`config.mk`:
```
export PLATFORM = sky130hd
export DESIGN_NAME = priv_return_ctrl
export DESIGN_NICKNAME = d
export VERILOG_FILES = /design/src/rtl/priv_ret_pkg.sv /design/src/rtl/priv_ret_epc_bank.sv /design/src/rtl/priv_ret_check.sv /design/src/rtl/priv_ret_state.sv /design/src/rtl/priv_return_ctrl.sv
export SDC_FILE = /design/constraint.sdc
export NUM_CORES = 1
export LEC_CHECK = 0
export BUFFER_PORTS_ARGS = -buffer_cell sky130_fd_sc_hd__buf_2
export CORE_MARGIN = 2
export CORE_UTILIZATION = 55
export DETAILED_ROUTE_END_ITERATION = 12
export HOLD_SLACK_MARGIN = 0.08
export PLACE_DENSITY = 0.79
export SLEW_MARGIN = 25
export SYNTH_ARGS = -nofsm -noshare
export SYNTH_HDL_FRONTEND = slang
export SYNTH_SLANG_ARGS = --single-unit
export TNS_END_PERCENT = 30
```
`constraint.sdc`:
```
create_clock -name clk_i -period 1.95 [get_ports clk_i]
set_clock_uncertainty 0.15 [all_clocks]
set_input_delay 0.585 -clock clk_i [delete_from_list [all_inputs] [get_ports clk_i]]
set_output_delay 0.585 -clock clk_i [all_outputs]
set_load 0.01 [all_outputs]
```
`src/rtl/priv_ret_pkg.sv`:
```
package priv_ret_pkg;

  localparam int unsigned PRIV_W   = 2;
  localparam int unsigned STATUS_W = 8;
  localparam int unsigned CAUSE_W  = 4;
  localparam int unsigned SEL_W    = 2;
  localparam int unsigned ALIGN_W  = 2;
  localparam int unsigned NUM_EPC  = 2;

  typedef enum logic [PRIV_W-1:0] {
    PRIV_USER = 2'd0,
    PRIV_SUPV = 2'd1,
    PRIV_RSVD = 2'd2,
    PRIV_MACH = 2'd3
  } priv_e;

  typedef enum logic [SEL_W-1:0] {
    SEL_STATUS = 2'd0,
    SEL_SEPC   = 2'd1,
    SEL_MEPC   = 2'd2,
    SEL_PRIV   = 2'd3
  } wsel_e;

  typedef struct packed {
    logic        trap_sret;
    logic [1:0]  m_prev_priv;
    logic        s_prev_priv;
    logic        m_prev_ie;
    logic        s_prev_ie;
    logic        m_ie;
    logic        s_ie;
  } status_t;

  localparam logic [CAUSE_W-1:0] CAUSE_MISALIGN = 4'd0;
  localparam logic [CAUSE_W-1:0] CAUSE_ILLEGAL  = 4'd2;

  localparam int unsigned EPC_SUPV = 0;
  localparam int unsigned EPC_MACH = 1;

  function automatic logic [PRIV_W-1:0] legal_priv(input logic [PRIV_W-1:0] p);
    return (p == PRIV_RSVD) ? PRIV_USER : p;
  endfunction

endpackage

```
`src/rtl/priv_ret_epc_bank.sv`:
```
module priv_ret_epc_bank #(
  parameter int unsigned XLEN    = 32,
  parameter int unsigned NUM_REG = 2
) (
  input  logic                           clk_i,
  input  logic                           rst_ni,
  input  logic [NUM_REG-1:0]             we_i,
  input  logic [XLEN-1:0]                wdata_i,
  output logic [NUM_REG-1:0][XLEN-1:0]   q_o
);

  for (genvar gi = 0; gi < NUM_REG; gi++) begin : g_reg
    logic [XLEN-1:0] val_q;
    always_ff @(posedge clk_i or negedge rst_ni) begin
      if (!rst_ni) begin
        val_q <= '0;
      end else if (we_i[gi]) begin
        val_q <= wdata_i;
      end
    end
    assign q_o[gi] = val_q;
  end

endmodule

```
`src/rtl/priv_ret_check.sv`:
```
module priv_ret_check
  import priv_ret_pkg::*;
(
  input  logic                ret_kind_i,
  input  logic [PRIV_W-1:0]   priv_i,
  input  status_t             status_i,
  input  logic [ALIGN_W-1:0]  tgt_lsb_i,
  input  logic                comp_en_i,
  output logic                fault_o,
  output logic [CAUSE_W-1:0]  cause_o
);

  logic priv_bad;
  logic align_bad;
  logic tsr_bad;

  always_comb begin
    if (ret_kind_i) begin
      priv_bad = (priv_i != PRIV_MACH);
    end else begin
      priv_bad = (priv_i < PRIV_SUPV);
    end
    align_bad = !comp_en_i && (tgt_lsb_i != '0);
    tsr_bad   = !ret_kind_i && status_i.trap_sret;
  end

  always_comb begin
    fault_o = priv_bad || align_bad || tsr_bad;
    if (priv_bad) begin
      cause_o = CAUSE_ILLEGAL;
    end else if (align_bad) begin
      cause_o = CAUSE_MISALIGN;
    end else begin
      cause_o = CAUSE_ILLEGAL;
    end
  end

endmodule

```
`src/rtl/priv_ret_state.sv`:
```
module priv_ret_state
  import priv_ret_pkg::*;
(
  input  logic                 clk_i,
  input  logic                 rst_ni,
  input  logic                 wr_stat_i,
  input  logic                 wr_priv_i,
  input  logic [STATUS_W-1:0]  wdata_i,
  input  logic                 pop_i,
  input  logic                 pop_kind_i,
  output logic [PRIV_W-1:0]    priv_o,
  output status_t              status_o
);

  status_t             stat_q, stat_d;
  logic [PRIV_W-1:0]   priv_q, priv_d;
  logic                stat_en, priv_en;
  status_t             wr_stat;

  always_comb begin
    wr_stat             = status_t'(wdata_i);
    wr_stat.m_prev_priv = legal_priv(wr_stat.m_prev_priv);
  end

  always_comb begin
    stat_d  = stat_q;
    priv_d  = priv_q;
    stat_en = 1'b0;
    priv_en = 1'b0;
    if (pop_i) begin
      stat_en = 1'b1;
      priv_en = 1'b1;
      if (pop_kind_i) begin
        stat_d.m_ie        = stat_q.m_prev_ie;
        stat_d.m_prev_ie   = 1'b0;
        stat_d.m_prev_priv = PRIV_USER;
        priv_d             = legal_priv(stat_q.m_prev_priv);
      end else begin
        stat_d.s_ie        = stat_q.s_prev_ie;
        stat_d.s_prev_ie   = 1'b0;
        stat_d.s_prev_priv = 1'b0;
        priv_d             = {1'b0, stat_q.s_prev_priv};
      end
    end else begin
      if (wr_stat_i) begin
        stat_en = 1'b1;
        stat_d  = wr_stat;
      end
      if (wr_priv_i) begin
        priv_en = 1'b1;
        priv_d  = legal_priv(wdata_i[PRIV_W-1:0]);
      end
    end
  end

  always_ff @(posedge clk_i or negedge rst_ni) begin
    if (!rst_ni) begin
      stat_q <= '0;
    end else if (stat_en) begin
      stat_q <= stat_d;
    end
  end

  always_ff @(posedge clk_i or negedge rst_ni) begin
    if (!rst_ni) begin
      priv_q <= PRIV_MACH;
    end else if (priv_en) begin
      priv_q <= priv_d;
    end
  end

  assign priv_o   = priv_q;
  assign status_o = stat_q;

endmodule

```
`src/rtl/priv_return_ctrl.sv`:
```
module priv_return_ctrl
  import priv_ret_pkg::*;
#(
  parameter int unsigned XLEN = 32
) (
  input  logic                 clk_i,
  input  logic                 rst_ni,
  input  logic                 comp_en_i,
  input  logic                 wr_en_i,
  input  logic [SEL_W-1:0]     wr_sel_i,
  input  logic [XLEN-1:0]      wr_data_i,
  input  logic                 ret_req_i,
  input  logic                 ret_kind_i,
  output logic [PRIV_W-1:0]    priv_o,
  output logic [STATUS_W-1:0]  status_o,
  output logic                 done_o,
  output logic                 exc_o,
  output logic [CAUSE_W-1:0]   cause_o,
  output logic [XLEN-1:0]      target_pc_o
);

  logic                          wr_ok;
  logic [NUM_EPC-1:0]            epc_we;
  logic [NUM_EPC-1:0][XLEN-1:0]  epc_q;
  logic [XLEN-1:0]               tgt_pc;
  logic [PRIV_W-1:0]             priv_cur;
  status_t                       stat_cur;
  logic                          fault;
  logic [CAUSE_W-1:0]            cause_d;
  logic                          pop;

  logic                          done_q, exc_q;
  logic [CAUSE_W-1:0]            cause_q;
  logic [XLEN-1:0]               tgt_q;

  assign wr_ok = wr_en_i && !ret_req_i;

  always_comb begin
    epc_we           = '0;
    epc_we[EPC_SUPV] = wr_ok && (wr_sel_i == SEL_SEPC);
    epc_we[EPC_MACH] = wr_ok && (wr_sel_i == SEL_MEPC);
  end

  priv_ret_epc_bank #(
    .XLEN    (XLEN),
    .NUM_REG (NUM_EPC)
  ) u_epc (
    .clk_i   (clk_i),
    .rst_ni  (rst_ni),
    .we_i    (epc_we),
    .wdata_i (wr_data_i),
    .q_o     (epc_q)
  );

  assign tgt_pc = ret_kind_i ? epc_q[EPC_MACH] : epc_q[EPC_SUPV];

  priv_ret_check u_chk_logic (
    .ret_kind_i (ret_kind_i),
    .priv_i     (priv_cur),
    .status_i   (stat_cur),
    .tgt_lsb_i  (tgt_pc[ALIGN_W-1:0]),
    .comp_en_i  (comp_en_i),
    .fault_o    (fault),
    .cause_o    (cause_d)
  );

  assign pop = ret_req_i && !fault;

  priv_ret_state u_state (
    .clk_i      (clk_i),
    .rst_ni     (rst_ni),
    .wr_stat_i  (wr_ok && (wr_sel_i == SEL_STATUS)),
    .wr_priv_i  (wr_ok && (wr_sel_i == SEL_PRIV)),
    .wdata_i    (wr_data_i[STATUS_W-1:0]),
    .pop_i      (pop),
    .pop_kind_i (ret_kind_i),
    .priv_o     (priv_cur),
    .status_o   (stat_cur)
  );

  always_ff @(posedge clk_i or negedge rst_ni) begin
    if (!rst_ni) begin
      done_q <= 1'b0;
      exc_q  <= 1'b0;
    end else begin
      done_q <= pop;
      exc_q  <= ret_req_i && fault;
    end
  end

  always_ff @(posedge clk_i or negedge rst_ni) begin
    if (!rst_ni) begin
      cause_q <= '0;
    end else if (ret_req_i && fault) begin
      cause_q <= cause_d;
    end
  end

  always_ff @(posedge clk_i or negedge rst_ni) begin
    if (!rst_ni) begin
      tgt_q <= '0;
    end else if (pop) begin
      tgt_q <= tgt_pc;
    end
  end

  assign priv_o      = priv_cur;
  assign status_o    = stat_cur;
  assign done_o      = done_q;
  assign exc_o       = exc_q;
  assign cause_o     = cause_q;
  assign target_pc_o = tgt_q;

endmodule

```
==> flow_summary.ini <==
[run_status]
run_status = completed

[placement]
gp_congestion = 0.829
dp_worst_setup_slack_ps = -95.7
numPortBuffers = 84
detailedPlacementHpwl_um = 7190
dpl_cell_area_um2 = 5370
number_of_placed_instances_taps_included = 536

[logic_synthesis]
synth-async-reset-ratio = 1.00
synth.avg_cell_area_um2 = 13.2
synth-warning-count = 0
number_of_enable_flip_flop_cells_after_synthesis = 0
synth_top_area_cell = sky130_fd_sc_hd__dfrtp_1
post_synth_instance_area_um2 = 4580
synth-seq-cells = 109
netlist_top_cells_area = sky130_fd_sc_hd__dfrtp_1 (58%), sky130_fd_sc_hd__mux2_1 (15%), sky130_fd_sc_hd__mux2i_1 (7.0%), sky130_fd_sc_hd__a31oi_1 (4.4%), sky130_fd_sc_hd__a21oi_1 (3.8%)
dominantRegCellSynth = sky130_fd_sc_hd__dfrtp_1
synth_cell_type_count = 35
seq_total_area_yosys = 0.596
syn-instance-count = 347
synth_largest_type_area_fraction = 0.584

[pwr]
total_switching_power_mw = 2.27
share_comb_of_total_power = 0.288
sequentialPowerShare = 0.516
total_leakage_power_nw = 2.60
p_per_area_nw_per_um2 = 1190
pwr-share-clk = 0.196
irDropWorstVdd_uv = 629
power_mw = 6.64
internal_power_mw = 4.38
power.switching_fraction = 0.341

[timing]
number_of_endpoints_with_negative_hold_slack_in_the_final_report = 0
achievable-frequency_ghz = 0.537
period_minus_slack_ps = 1860
grt_setup_unrepaired = false
setup_violations = 0
drv_slew = 0
finalSetupTns_ps = 0
layout_worst_path_cycle_share = 0.956
post-route-worst-setup-slack_ps = 86.8

[clocking]
clkSlewWorstSetupHoldPaths_ps = 110
cts.path.max_buffers = 2
cts_resized = 0
numCtsBuffers = 9
htreeDepth = 3
numClockSinks = 109
tritoncts = yes
root_buffer = sky130_fd_sc_hd__clkbuf_8
clkLatencyLatePin_ps = 360

[worst_setup_path]
critical_path_max_stage_delay_ps = 620
setup.reg_to_reg.worst_slack_ps = 190
path_max_fanout = 7
critical-path-top-delay-family = flip-flops
worstSetupStartpointType = flip-flop
crit_type = reg2out
worstSetupEndpointType = output pin
regToRegEndpoint = u_state.status_o[0]
critical_path_cell_with_the_highest_stage_delay = sky130_fd_sc_hd__dfstp_2
critical_path_arrival_ps = 1130
critical_path.cell_chain = buf_2
worst_r2r_path_depth = 4
critical_path.reg2reg.startpoint = u_state.priv_o[0]
number_of_cells_on_the_critical_path = 1
worstPathRequired_ps = 1210
worst-path-buf-inv = 1

[routing]
post_detailed_route_wirelength_per_cell_um = 18.8
first_iter_violations = 245
dr.pass1.iters = 5
ant_nets = 0
drt_wl_total_um = 10400
vias = 3285
remaining_drc_errors = 0
via_count_normalized_by_instance_count = 5.94

[layout]
syn_to_final_growth_pct = 21.4
n_fill_cell = 598
layout_cell_share_with_drive_strength_beyond_1 = 0.317
insertedDiodeCount = 0
stdcell_area_um2 = 5570
num-nets-final = 483
fin_cells = 553
register_area_um2 = 2730
footprint_of_the_multi_input_gates_um2 = 1740

[die]
fp-row-count = 33
top_level_ports = 88
die_w_um = 95.3
design.die.area_um2 = 9080
die_height_um = 95.3
fp.coreArea_um2 = 8130
start_util = 0.564

[worst_hold_path]
hold_path.startpoint = wr_data_i[30]
worst_hold_path.endpoint = u_epc.g_reg[0].val_q[30]
worst_hold_path_type = in2reg
whs_path_depth = 2

[flow_run]
drv_cap = 0

[global_routing]
largest_net_degree_at_the_start_of_global_routing = 39
antenna_violations_before_repair = 0
grt_use_total = 0.242
via_count_of_the_first_global_routing_pass = 3420
grt_first_pass_wirelength_um = 16800
gr-total-overflow = 0
[through the flow]
stage,util,hold WS [ps]
6_report,0.684,296
5_1_grt,0.684,290
4_1_cts,0.684,281
3_5_place_dp,0.660,324
3_3_place_gp,0.660,316
2_1_floorplan,-,139
[cells by family after synthesis]
| logic type | synth area share |
|---|---|
| multiplexers | 0.230 |
| flip-flops | 0.596 |
| AO/OA/AOI/OAI | 0.114 |
| buffers and inverters | 0.0363 |
| AND/OR/NAND/NOR | 0.0237 |
| other | 0.000818 |
[flip-flops by register name (all words and copies together) (netlist names)]
signal            cells
u_epc.g.val_q        64
target_pc_o          32
u_state.status_o      8
u_state.priv_o        2
cause_o               1
done_o                1
exc_o                 1
[final cells by class]
| cell class | count | share of cell area |
|---|---|---|
| Sequential cell | 109 | 0.490 |
| Multi-Input combinational cell | 203 | 0.313 |
| Timing Repair Buffer | 114 | 0.135 |
| Tap cell | 105 | 0.0236 |
| Clock buffer | 9 | 0.0223 |
| Clock inverter | 7 | 0.0119 |
| Inverter | 6 | 0.00405 |
[cells in the final DEF, fill, tap and decap left out, drive strengths merged, types with 2 or more instances in the layout]
cell / synthesis / routed
a21boi: 2 / 2
a21oi: 35 / 35
a222oi: 2 / 2
a22o: 4 / 4
a31oi: 32 / 32
buf: 16 / 113
clkbuf: 15 / 9
clkinv: 0 / 3
conb: 1 / 3
dfrtp: 107 / 107
dfstp: 2 / 2
inv: 6 / 10
mux2: 65 / 65
mux2i: 32 / 32
nand3: 2 / 2
nor2: 7 / 7
nor3: 2 / 2
nor4bb: 2 / 2
[worst max path at each step]
stage | from | to | slack (ps)
4_1_cts | u_state.priv_o[0] | priv_o[0] | 80
6_report | u_state.priv_o[0] | priv_o[0] | 90
5_1_grt | u_state.priv_o[0] | priv_o[0] | 40
2_1_floorplan | ret_req_i | u_state.status_o[7] | 10
3_5_place_dp | ret_req_i | u_state.status_o[1] | -100
3_3_place_gp | ret_req_i | u_state.status_o[1] | -60
[what timing repair did]
action	in CTS	in global routing
endpoints found under the hold margin	23	0
hold buffers	1	0
setup buffers	0	0
[power groups by stage]
stage | registers, mW | clock network [mW] | logic (mW)
floorplan | 3.54 | 0 | 0.884
global placement | 3.42 | 0 | 1.84
detailed placement | 3.45 | 0 | 1.92
CTS | 3.41 | 1.33 | 1.94
global route | 3.49 | 1.41 | 2.12
finish | 3.42 | 1.30 | 1.91
[synth_stat cells (2+ instances only)]
| cell | number |
|---|---|
| sky130_fd_sc_hd__nor2_1 | 7 |
| sky130_fd_sc_hd__clkbuf_1 | 15 |
| sky130_fd_sc_hd__nand3_1 | 2 |
| sky130_fd_sc_hd__buf_4 | 3 |
| sky130_fd_sc_hd__nor4bb_1 | 2 |
| sky130_fd_sc_hd__mux2i_1 | 32 |
| sky130_fd_sc_hd__a31oi_1 | 32 |
| sky130_fd_sc_hd__dfstp_2 | 2 |
| sky130_fd_sc_hd__a22o_1 | 4 |
| sky130_fd_sc_hd__inv_1 | 6 |
| sky130_fd_sc_hd__mux2_2 | 5 |
| sky130_fd_sc_hd__buf_2 | 13 |
| sky130_fd_sc_hd__a222oi_1 | 2 |
| sky130_fd_sc_hd__dfrtp_1 | 107 |
| sky130_fd_sc_hd__nor3_1 | 2 |
| sky130_fd_sc_hd__mux2_1 | 60 |
| sky130_fd_sc_hd__a21oi_1 | 35 |
[layer usage]
layer,GRT usage,up-vias,wire length (um)
met2,0.401,117,5260
met3,0.0427,13,657
met5,0,-,0
met4,0.0966,0,198
li1,-,1468,-
met1,0.316,1687,4280
(Power assumes the default switching activity.)
